[config.mk]
export PLATFORM = sky130hd
export DESIGN_NAME = i2s_audio_port
export DESIGN_NICKNAME = d
export VERILOG_FILES = /design/src/rtl/i2s_port_pkg.sv /design/src/rtl/i2s_port_fifo.sv /design/src/rtl/i2s_port_bclk.sv /design/src/rtl/i2s_port_tx.sv /design/src/rtl/i2s_port_rx.sv /design/src/rtl/i2s_audio_port.sv
export SDC_FILE = /design/constraint.sdc
export NUM_CORES = 1
export LEC_CHECK = 0
export BUFFER_PORTS_ARGS = -buffer_cell sky130_fd_sc_hd__buf_2
export CAP_MARGIN = 20
export CORE_MARGIN = 2
export CORE_UTILIZATION = 57
export CTS_CLUSTER_DIAMETER = 30
export CTS_CLUSTER_SIZE = 30
export DETAILED_ROUTE_END_ITERATION = 8
export GPL_TIMING_DRIVEN = 0
export HOLD_SLACK_MARGIN = 0.02
export PLACE_DENSITY = 0.8
export SLEW_MARGIN = 20
export SYNTH_ARGS = -nofsm -noshare
export SYNTH_HDL_FRONTEND = slang
export SYNTH_HIERARCHICAL = 1
export SYNTH_SLANG_ARGS = --single-unit
[constraint.sdc]
create_clock -name clk -period 4.7 [get_ports clk]
set_input_delay 0.94 -clock clk [delete_from_list [all_inputs] [get_ports clk]]
set_output_delay 0.94 -clock clk [all_outputs]
set_load 0.05 [all_outputs]
[src/rtl/i2s_port_pkg.sv]
package i2s_port_pkg;
  localparam int SAMPLE_W = 16;
  localparam int FRAME_W  = 2 * SAMPLE_W;
  localparam int SLOT_W   = $clog2(FRAME_W);
  localparam int CFG_W    = 16;

  localparam logic [1:0] ADDR_CTRL  = 2'd0;
  localparam logic [1:0] ADDR_STAT  = 2'd1;
  localparam logic [1:0] ADDR_FLAGS = 2'd2;
  localparam logic [1:0] ADDR_DIV   = 2'd3;

  localparam int CB_MSBJ = 0;
  localparam int CB_RDIS = 3;
  localparam int CB_PDIS = 4;
  localparam int CB_LOOP = 5;

  typedef struct packed {
    logic loop;
    logic play_dis;
    logic rec_dis;
    logic msbj;
  } ctrl_t;
endpackage

[src/rtl/i2s_port_fifo.sv]
module i2s_port_fifo #(
  parameter int W     = 32,
  parameter int DEPTH = 16
) (
  input  logic                       clk,
  input  logic                       rst_n,
  input  logic                       wr_valid,
  output logic                       wr_ready,
  input  logic [W-1:0]               wr_data,
  output logic                       rd_valid,
  input  logic                       rd_ready,
  output logic [W-1:0]               rd_data,
  output logic [$clog2(DEPTH):0]     level
);
  localparam int AW = $clog2(DEPTH);
  localparam int CW = AW + 1;

  logic [W-1:0]  mem [DEPTH];
  logic [AW-1:0] wp, rp;
  logic [CW-1:0] cnt;
  logic          wr_fire, rd_fire;

  assign wr_ready = (cnt != CW'(DEPTH));
  assign rd_valid = (cnt != '0);
  assign wr_fire  = wr_valid && wr_ready;
  assign rd_fire  = rd_valid && rd_ready;
  assign rd_data  = mem[rp];
  assign level    = cnt;

  always_ff @(posedge clk) begin
    if (wr_fire) mem[wp] <= wr_data;
  end

  always_ff @(posedge clk or negedge rst_n) begin
    if (!rst_n) begin
      wp  <= '0;
      rp  <= '0;
      cnt <= '0;
    end else begin
      if (wr_fire) wp <= (wp == AW'(DEPTH - 1)) ? '0 : wp + 1'b1;
      if (rd_fire) rp <= (rp == AW'(DEPTH - 1)) ? '0 : rp + 1'b1;
      case ({wr_fire, rd_fire})
        2'b10:   cnt <= cnt + 1'b1;
        2'b01:   cnt <= cnt - 1'b1;
        default: cnt <= cnt;
      endcase
    end
  end

  // occupancy never exceeds the depth
  a_r12_level_bound: assert property (@(posedge clk) disable iff (!rst_n)
    cnt <= CW'(DEPTH));
  // a lone read lowers the level by exactly one
  a_r12_level_drop: assert property (@(posedge clk) disable iff (!rst_n)
    (rd_fire && !wr_fire) |=> (cnt == $past(cnt) - 1'b1));
endmodule

[src/rtl/i2s_port_bclk.sv]
module i2s_port_bclk
  import i2s_port_pkg::*;
#(
  parameter int DIV_W = 8
) (
  input  logic              clk,
  input  logic              rst_n,
  input  logic [DIV_W-1:0]  half_div,
  output logic              sclk,
  output logic              rise_tick,
  output logic              fall_tick,
  output logic [SLOT_W-1:0] slot
);
  logic [DIV_W-1:0] cnt;

  always_ff @(posedge clk or negedge rst_n) begin
    if (!rst_n) begin
      cnt       <= '0;
      sclk      <= 1'b0;
      rise_tick <= 1'b0;
      fall_tick <= 1'b0;
      slot      <= '1;
    end else begin
      rise_tick <= 1'b0;
      fall_tick <= 1'b0;
      if (cnt >= half_div) begin
        cnt  <= '0;
        sclk <= ~sclk;
        if (sclk) begin
          fall_tick <= 1'b1;
          slot      <= slot + 1'b1;
        end else begin
          rise_tick <= 1'b1;
        end
      end else begin
        cnt <= cnt + 1'b1;
      end
    end
  end

  // the two edge strobes never coincide
  a_r13_tick_excl: assert property (@(posedge clk) disable iff (!rst_n)
    !(rise_tick && fall_tick));
  // every bit-clock fall advances the slot by one, wrapping at 32
  a_r13_slot_step: assert property (@(posedge clk) disable iff (!rst_n)
    fall_tick |-> (slot == SLOT_W'($past(slot) + 1'b1)));
  // the bit clock moves only together with an edge strobe
  a_r13_sclk_edge: assert property (@(posedge clk) disable iff (!rst_n)
    !$stable(sclk) |-> (rise_tick || fall_tick));
endmodule

[src/rtl/i2s_port_tx.sv]
module i2s_port_tx
  import i2s_port_pkg::*;
(
  input  logic               clk,
  input  logic               rst_n,
  input  logic               fall_tick,
  input  logic [SLOT_W-1:0]  slot,
  input  logic               msbj,
  input  logic               play_dis,
  input  logic               fifo_valid,
  output logic               fifo_pop,
  input  logic [FRAME_W-1:0] fifo_data,
  output logic               sd,
  output logic               ws,
  output logic               underrun
);
  logic [FRAME_W-1:0] frame_q, word_now;
  logic               b_prev, bit_now, frame_start;

  assign frame_start = fall_tick && (slot == '0);
  assign fifo_pop    = frame_start && !play_dis && fifo_valid;
  assign underrun    = frame_start && !play_dis && !fifo_valid;

  always_comb begin
    word_now = frame_q;
    if (frame_start) word_now = fifo_pop ? fifo_data : '0;
    bit_now = word_now[SLOT_W'(FRAME_W - 1) - slot];
  end

  always_ff @(posedge clk or negedge rst_n) begin
    if (!rst_n) begin
      frame_q <= '0;
      b_prev  <= 1'b0;
      sd      <= 1'b0;
      ws      <= 1'b0;
    end else if (fall_tick) begin
      frame_q <= word_now;
      b_prev  <= bit_now;
      sd      <= msbj ? bit_now : b_prev;
      ws      <= slot[SLOT_W-1] ^ msbj;
    end
  end

  // word select moves only right after a bit-clock fall
  a_r1_ws_on_fall: assert property (@(posedge clk) disable iff (!rst_n)
    !$stable(ws) |-> $past(fall_tick));
  // serial data moves only right after a bit-clock fall
  a_r2_sd_on_fall: assert property (@(posedge clk) disable iff (!rst_n)
    !$stable(sd) |-> $past(fall_tick));
  // with playback off the FIFO is never read
  a_r4_no_pop_off: assert property (@(posedge clk) disable iff (!rst_n)
    play_dis |-> !(fifo_pop || underrun));
endmodule

[src/rtl/i2s_port_rx.sv]
module i2s_port_rx
  import i2s_port_pkg::*;
(
  input  logic               clk,
  input  logic               rst_n,
  input  logic               rise_tick,
  input  logic               fall_tick,
  input  logic [SLOT_W-1:0]  slot,
  input  logic               msbj,
  input  logic               rec_dis,
  input  logic               din,
  output logic               push_valid,
  output logic [FRAME_W-1:0] push_data,
  input  logic               fifo_ready,
  output logic               overrun
);
  logic [FRAME_W-1:0] shift;
  logic [SLOT_W-1:0]  pos;
  logic               rec_q, armed, done;

  assign pos  = msbj ? slot : slot - 1'b1;
  assign done = rise_tick && (pos == SLOT_W'(FRAME_W - 1)) && armed;

  always_ff @(posedge clk or negedge rst_n) begin
    if (!rst_n) begin
      shift      <= '0;
      rec_q      <= 1'b0;
      armed      <= 1'b0;
      push_valid <= 1'b0;
      push_data  <= '0;
      overrun    <= 1'b0;
    end else begin
      push_valid <= done && fifo_ready;
      overrun    <= done && !fifo_ready;
      if (fall_tick && (slot == '0)) rec_q <= !rec_dis;
      if (rise_tick) begin
        shift <= {shift[FRAME_W-2:0], din};
        if (pos == '0) armed <= rec_q;
        if (pos == SLOT_W'(FRAME_W - 1)) armed <= 1'b0;
      end
      if (done) push_data <= {shift[FRAME_W-2:0], din};
    end
  end

  // a frame is written only when the FIFO had room
  a_r11_push_room: assert property (@(posedge clk) disable iff (!rst_n)
    push_valid |-> fifo_ready);
  // a write or drop always follows a frame that was armed
  a_r5_armed_only: assert property (@(posedge clk) disable iff (!rst_n)
    (push_valid || overrun) |-> $past(armed));
endmodule

[src/rtl/i2s_audio_port.sv]
module i2s_audio_port
  import i2s_port_pkg::*;
#(
  parameter int DEPTH   = 16,
  parameter int DIV_W   = 8,
  parameter int DIV_RST = 1
) (
  input  logic               clk,
  input  logic               rst_n,
  input  logic               cfg_we,
  input  logic [1:0]         cfg_addr,
  input  logic [CFG_W-1:0]   cfg_wdata,
  output logic [CFG_W-1:0]   cfg_rdata,
  input  logic               tx_valid,
  output logic               tx_ready,
  input  logic [FRAME_W-1:0] tx_data,
  output logic               rx_valid,
  input  logic               rx_ready,
  output logic [FRAME_W-1:0] rx_data,
  output logic               sclk_o,
  output logic               ws_o,
  output logic               sd_o,
  input  logic               sd_i
);
  localparam int LW = $clog2(DEPTH);

  ctrl_t              ctrl_q;
  logic [DIV_W-1:0]   div_q;
  logic               flag_ur, flag_ov;
  logic               rise_tick, fall_tick;
  logic [SLOT_W-1:0]  slot;
  logic               txf_valid, txf_pop, ur_pulse, ov_pulse;
  logic [FRAME_W-1:0] txf_data, push_data;
  logic               push_valid, rxf_wr_ready, rx_din;
  logic [LW:0]        tx_level, rx_level;
  logic [CFG_W-1:0]   stat_word;
  logic               wr_ctrl, wr_flags, wr_div;

  assign wr_ctrl  = cfg_we && (cfg_addr == ADDR_CTRL);
  assign wr_flags = cfg_we && (cfg_addr == ADDR_FLAGS);
  assign wr_div   = cfg_we && (cfg_addr == ADDR_DIV);

  always_ff @(posedge clk or negedge rst_n) begin
    if (!rst_n) begin
      ctrl_q  <= '0;
      div_q   <= DIV_W'(DIV_RST);
      flag_ur <= 1'b0;
      flag_ov <= 1'b0;
    end else begin
      if (wr_ctrl) begin
        ctrl_q.msbj     <= cfg_wdata[CB_MSBJ];
        ctrl_q.rec_dis  <= cfg_wdata[CB_RDIS];
        ctrl_q.play_dis <= cfg_wdata[CB_PDIS];
        ctrl_q.loop     <= cfg_wdata[CB_LOOP];
      end
      if (wr_div) div_q <= cfg_wdata[DIV_W-1:0];
      flag_ur <= ur_pulse || (flag_ur && !(wr_flags && cfg_wdata[0]));
      flag_ov <= ov_pulse || (flag_ov && !(wr_flags && cfg_wdata[1]));
    end
  end

  always_comb begin
    stat_word = '0;
    stat_word[LW-1:0]    = tx_level[LW-1:0];
    stat_word[2*LW-1:LW] = rx_level[LW-1:0];
    stat_word[2*LW]      = (tx_level != (LW+1)'(DEPTH));
    stat_word[2*LW+1]    = (rx_level != '0);
  end

  always_comb begin
    cfg_rdata = '0;
    case (cfg_addr)
      ADDR_CTRL: begin
        cfg_rdata[CB_MSBJ] = ctrl_q.msbj;
        cfg_rdata[CB_RDIS] = ctrl_q.rec_dis;
        cfg_rdata[CB_PDIS] = ctrl_q.play_dis;
        cfg_rdata[CB_LOOP] = ctrl_q.loop;
      end
      ADDR_STAT:  cfg_rdata = stat_word;
      ADDR_FLAGS: cfg_rdata[1:0] = {flag_ov, flag_ur};
      default:    cfg_rdata[DIV_W-1:0] = div_q;
    endcase
  end

  assign rx_din = ctrl_q.loop ? sd_o : sd_i;

  i2s_port_bclk #(.DIV_W(DIV_W)) u_bclk (
    .clk(clk), .rst_n(rst_n), .half_div(div_q), .sclk(sclk_o),
    .rise_tick(rise_tick), .fall_tick(fall_tick), .slot(slot)
  );

  i2s_port_fifo #(.W(FRAME_W), .DEPTH(DEPTH)) u_txf (
    .clk(clk), .rst_n(rst_n), .wr_valid(tx_valid), .wr_ready(tx_ready),
    .wr_data(tx_data), .rd_valid(txf_valid), .rd_ready(txf_pop),
    .rd_data(txf_data), .level(tx_level)
  );

  i2s_port_tx u_tx (
    .clk(clk), .rst_n(rst_n), .fall_tick(fall_tick), .slot(slot),
    .msbj(ctrl_q.msbj), .play_dis(ctrl_q.play_dis), .fifo_valid(txf_valid),
    .fifo_pop(txf_pop), .fifo_data(txf_data), .sd(sd_o), .ws(ws_o),
    .underrun(ur_pulse)
  );

  i2s_port_rx u_rx (
    .clk(clk), .rst_n(rst_n), .rise_tick(rise_tick), .fall_tick(fall_tick),
    .slot(slot), .msbj(ctrl_q.msbj), .rec_dis(ctrl_q.rec_dis), .din(rx_din),
    .push_valid(push_valid), .push_data(push_data), .fifo_ready(rxf_wr_ready),
    .overrun(ov_pulse)
  );

  i2s_port_fifo #(.W(FRAME_W), .DEPTH(DEPTH)) u_rxf (
    .clk(clk), .rst_n(rst_n), .wr_valid(push_valid), .wr_ready(rxf_wr_ready),
    .wr_data(push_data), .rd_valid(rx_valid), .rd_ready(rx_ready),
    .rd_data(rx_data), .level(rx_level)
  );

  // a status write leaves the control word untouched
  a_r7_stat_ro: assert property (@(posedge clk) disable iff (!rst_n)
    (cfg_we && cfg_addr == ADDR_STAT) |=> $stable(ctrl_q));
  // the underrun flag holds until cleared by a 1
  a_r10_ur_sticky: assert property (@(posedge clk) disable iff (!rst_n)
    (flag_ur && !(wr_flags && cfg_wdata[0])) |=> flag_ur);
  // the overrun flag holds until cleared by a 1
  a_r11_ov_sticky: assert property (@(posedge clk) disable iff (!rst_n)
    (flag_ov && !(wr_flags && cfg_wdata[1])) |=> flag_ov);
  // a drop sets the overrun flag on the next cycle
  a_r11_ov_set: assert property (@(posedge clk) disable iff (!rst_n)
    ov_pulse |=> flag_ov);
endmodule

# == Word level (Yosys, flattened, before mapping) ==
# Memory sizes are Yosys's and may differ from the RTL's.
# Index checks and enable logic that the tools add are counted.
# word_totals
regBits,158
mem_bits_rw,1024
input_bits,56
out_inout_bits,53
wordCells,128
memories,2
# memory_table
name,words,word_bits,rd,rd_ports_with_merged_regs,write_ports,line,source
u_rxf.mem,16,32,1,0,1,i2s_port_fifo.sv:18,logic [W-1:0] mem [DEPTH];
u_txf.mem,16,32,1,0,1,i2s_port_fifo.sv:18,
# classes
add_sub_neg,12
magnitude_cmp,2
eq_ne,14
muxes,30
bitwise_logic,2
n_reduce_logical,38
# ops
operator,count
32-bit 2-to-1 mux,2
5-bit one-hot mux with 2 select lines,2
1-bit logical AND,19
"4-bit by 1-bit adder with 4-bit output, second input constant",4
"4-bit equality test, second input constant",4
4-bit 2-to-1 mux,4
"5-bit by 1-bit adder with 5-bit output, second input constant",3
"5-bit by 1-bit subtractor with 5-bit output, second input constant",3
1-bit 2-to-1 mux,13
5-bit zero test,2
"5-bit inequality test, second input constant",2
5-bit nonzero test,2
3-bit one-hot mux with 3 select lines,1
"8-bit by 1-bit adder with 8-bit output, second input constant",1
"2-bit equality test, second input constant",4
8-bit greater-or-equal comparator,1
8-bit 2-to-1 mux,1
"2-bit by 1-bit equality test with 1-bit output, second input constant",3
1-bit zero test,6
"5-bit by 6-bit < comparator with 1-bit output, second input constant",1
1-bit one-hot mux with 3 select lines,2
2-bit nonzero test,3
1-bit binary-select mux with 5-bit select,1
"5-bit equality test, second input constant",1
11 further kinds,13

# == Logic depth before layout (Yosys ltp) ==
# depth
ltp_word,9
ltp_mapped,14
ltp_nobuf,11

# == By module ==
# Netlist, hierarchy kept.
# modules_own_cells
module,instances,cells_each,area_per_inst_um2,seq_area_each_um2
i2s_port_fifo (u_rxf),1,1018,20393.3,15700.1
i2s_port_fifo (u_txf),1,887,20088.0,15700.1
i2s_port_rx,1,167,2680.1,1676.6
i2s_port_tx,1,209,1828.0,875.8
i2s_port_bclk,1,81,895.9,406.6
i2s_audio_port,1,69,829.5,351.6

# == Worst setup path after synthesis ==
# No wires, ideal clock.
# synth_path
path_type,input port to flip-flop
startpoint,in tx_valid
endpoint,"mem u_txf.mem[0][0], enable pin"
t_arrival_ns,3.659
required_ns,4.239
setup_slack_ns,0.580
cell_stages,4
path_buffers,1
cell_sequence,a21boi_0 buf_2 nand2_1 nor3_1
# synth_between
elab_chain_len,3
# synth_rtl
element,line,source
from (decl),i2s_audio_port.sv:14,"input logic tx_valid,"
1-bit logical AND,i2s_port_fifo.sv:25,assign wr_fire = wr_valid && wr_ready;
1-bit 2-to-1 mux,i2s_port_fifo.sv:31,if (wr_fire) mem[wp] <= wr_data;
1-bit 2-to-1 mux (implied by the code),i2s_port_fifo.sv:31,
to (decl),i2s_port_fifo.sv:18,
# Every way passes these cells.

# == Final worst setup path ==
# layout_path
startpoint,reg u_rxf.rp[1]
endpoint,out rx_data[22]
# layout_between
elab_chain_len,1
# layout_rtl
element,line,source
from (decl),i2s_port_fifo.sv:19,"logic [AW-1:0] wp, rp;"
from (signal assigned),i2s_port_fifo.sv:41,if (rd_fire) rp <= (rp == AW'(DEPTH - 1)) ? '0 : rp + 1'b1;
memory 16 x 32 bit,n/a,
to (decl),i2s_audio_port.sv:19,"output logic [FRAME_W-1:0] rx_data,"
# Every way passes these cells.

==> results.json <==
{
  "timing.hold.ws_ns": 0.120,
  "fp.coreArea_um2": 80800,
  "num_rows": 104,
  "post-dp-hpwl_mm": 69.4,
  "final_util_pct": 69.5,
  "max_freq_mhz": 229,
  "grt_max_degree": 104,
  "layout_commonest_cell": "edfxtp_1",
  "drive_above_1_share_pct": 29.3,
  "synth-main-ff-cell": "edfxtp_1",
  "worstSkewPairLatency_ns": 0.76,
  "finalInstanceArea_um2": 56100,
  "first_iter_violations": 3202,
  "initial_core_util_pct": 57.8,
  "totalPowerFinal_mw": 34.2,
  "ioPinCount": 109,
  "grt_pass1_vias": 27800,
  "synth_seq_cells": 1182,
  "reg2reg_slack_ns": 0.34,
  "wl_per_cell_um": 30.5,
  "ys_async_sr_fraction_pct": 13.4,
  "r2r_start": "u_txf/level[0]",
  "startpoint_type": "register",
  "cp.depth": 6,
  "path_class": "register to primary output",
  "finalSetupViolations": 0,
  "seq_area_um2": 34700,
  "clock_path_buffers": 3,
  "cp_slowest_cell": "clkbuf_1",
  "tns_ns": 0,
  "crit_path_end_kind": "primary output",
  "critPathArrivalTime_ns": 3.43,
  "port_buffers": 92,
  "remaining_drc_errors": 0,
  "ant_nets": 0,
  "path_max_fanout": 10,
  "maxSlewViolCount": 0,
  "dieWidth_um": 290,
  "cp_common_cell": "buf_2",
  "fill_cells": 4451,
  "syn_area_um2": 46700,
  "synth_area_per_cell_um2": 19.2,
  "grt_pass1_wl_mm": 181,
  "vdd.ir_drop.worst_v": 0.000376,
  "cp.required_ns": 3.76,
  "cts_max_level": 4,
  "period_needed_ns": 4.37,
  "cp_cell_sequence": "buf_2 > clkbuf_1 > mux4_2 > a22oi_1 > nand2_1 > buf_2",
  "numClockSinks": 1182,
  "ys_seq_area_share_pct": 74.3,
  "multi_input_area_um2": 11200,
  "final_hold_viol_count": 0,
  "nets": 2865,
  "drtPass1Iterations": 6,
  "track_usage_pct": 29.2,
  "dieArea_um2": 84300,
  "yosys_warnings": 6,
  "gp_congestion": 0.813,
  "die_h_um": 290,
  "fin_crit_sh_pct": 92.9,
  "post_dp_cell_area_um2": 49800,
  "relSlewSlack_pct": 24.1,
  "cp_slowest_stage_delay_ns": 0.88,
  "r2r_end": "u_txf/level[4]",
  "startpoint": "u_rxf/rp[1]",
  "critPathBufInv": 3,
  "routed_via_density": 6.68,
  "synth_edf_count": 1024,
  "finClkSkew_ns": 0.0406,
  "r2r_cells": 13,
  "most-common-layout-cells": "edfxtp_1, clkbuf_16, mux4_2",
  "drv_cap": 0,
  "grt_overflow_total": 0,
  "tritoncts": "done",
  "status": "completed",
  "wirelength_mm": 122,
  "hp-class": "primary input to async pin",
  "vias": 26700,
  "syn_to_final_growth_pct": 20.2,
  "syn_inst": 2431,
  "worstMarginPinSlew_ns": 1.14,
  "leakagePower_nw": 19.6,
  "grt_setup_unrepaired": "no",
  "crit_end": "rx_data[22]",
  "power.density_nw_per_um2": 608,
  "crit_family": "buffers and inverters",
  "cts_buffers": 182,
  "clkTransAtPathRegs_ns": 0.06,
  "ys_types": 77,
  "antenna_found_initial": 13,
  "postCtsSetupBuffers": 0,
  "cts_root_buffer": "clkbuf_16"
}
## power breakdown
| part | switching [mW] | total [mW] | leakage [nW] | internal (mW) |
|---|---|---|---|---|
| Sequential | 0.465 | 12.5 | 11.3 | 12.1 |
| Clock | 4.96 | 13.9 | 3.07 | 8.91 |
| Combinational | 4.98 | 7.75 | 5.30 | 2.77 |
## timing repair
| item | CTS | global route |
|---|---|---|
| hold buffers | 0 | 0 |
| gates resized for setup | 0 | 3 |
| endpoints found under the setup margin | 0 | 2 |
| endpoints found under the hold margin | 0 | 0 |
## cell type report
class | count | share of cell area, %
Multi-Input combinational cell | 1082 | 20.0
Antenna cell | 7 | 0.0312
Tap cell | 1060 | 2.36
Buffer | 141 | 1.65
Clock inverter | 125 | 2.74
Clock buffer | 211 | 8.60
Inverter | 31 | 0.207
Timing Repair Buffer | 157 | 2.62
Sequential cell | 1182 | 61.8
## worst min-delay path by stage
stage               cells past startpoint             start  slack, ns                 end
floorplan                               1      u_rx/overrun       0.40             flag_ov
global placement                        1           flag_ur       0.45             flag_ur
detailed placement                      2  u_tx/frame_q[22]       0.47    u_tx/frame_q[22]
CTS                                     1             rst_n       0.12  u_rx/push_data[16]
global route                            1             rst_n       0.14  u_rx/push_data[14]
finish                                  1             rst_n       0.12  u_rx/push_data[16]
## sequential cells by signal, summed over array words and instances (netlist names), 5 cells and up
name,flops
div_q,8
u_bclk/cnt,8
u_bclk/slot,5
u_rx/push_data,32
u_rx/shift,31
u_rxf/level,5
u_rxf/mem,512
u_tx/frame_q,32
u_txf/level,5
u_txf/mem,512
## worst reg2reg max path: cells and delay by family (launching register included)
| kind | cells | cell delay (ns) |
|---|---|---|
| compound gates | 4 | 1.25 |
| buf+inv | 3 | 1.08 |
| fa+ha+maj | 2 | 0.80 |
| simple gates | 4 | 0.64 |
| flops | 1 | 0.48 |
## cells by family after synthesis
logic type,synth area share (%)
AO/OA/AOI/OAI,4.52
XOR/XNOR,0.506
adder cells (fa/ha/maj),0.889
buffers and inverters,2.23
flip-flops,74.3
multiplexers,14.5
other,0.00803
AND/OR/NAND/NOR,3.00
## layer usage
metal | share of wire (%) | track usage [%] | vias up | routed length, um
li1 | - | - | 10600 | -
met1 | 34 | 36.4 | 13700 | 41700
met2 | 51 | 49.1 | 1962 | 62200
met3 | 11 | 6.69 | 378 | 12900
met4 | 4.3 | 13.4 | 12 | 5190
met5 | 0.052 | 0 | - | 63
## synth_stat cells, types with 3 or more instances
cell type / n / area [um2]
inv_1: 31 / 116
nor4_1: 3 / 18.8
and4_1: 3 / 26.3
and2_1: 3 / 18.8
and3_1: 4 / 25.0
buf_6: 22 / 248
o22ai_1: 65 / 407
xnor2_1: 20 / 175
nand2_1: 125 / 469
dfrtp_1: 152 / 3800
clkbuf_4: 3 / 22.5
nand2b_1: 12 / 75.1
clkbuf_1: 46 / 173
nand4b_1: 4 / 35.0
nor2b_1: 12 / 75.1
a21oi_1: 11 / 55.1
dfstp_2: 6 / 158
mux4_2: 178 / 4010
o21ai_0: 80 / 400
a21o_1: 10 / 75.1
buf_2: 39 / 195
mux2_1: 9 / 101
nand4_1: 4 / 25.0
o211a_1: 3 / 30.0
buf_4: 19 / 143
a22o_1: 3 / 26.3
a22oi_1: 33 / 248
nor3_1: 15 / 75.1
edfxtp_1: 1024 / 30700
a221oi_1: 65 / 569
a221o_1: 3 / 30.0
buf_1: 6 / 22.5
mux2i_1: 144 / 1440
mux4_1: 15 / 394
nand3_1: 18 / 90.1
nor2_1: 75 / 282
xor2_1: 7 / 61.3
ha_1: 30 / 375
mux2_2: 74 / 833
a21boi_0: 3 / 22.5
buf_12: 6 / 120
## stage by stage
stage               instances  worst slack, ns
floorplan                2436            0.580
global placement         3588            -2.38
detailed placement       3653            0.124
CTS                      3989           0.0404
global route             3992           0.0983
finish                   3996            0.334
Note: power is estimated with default switching activity, not from simulation.
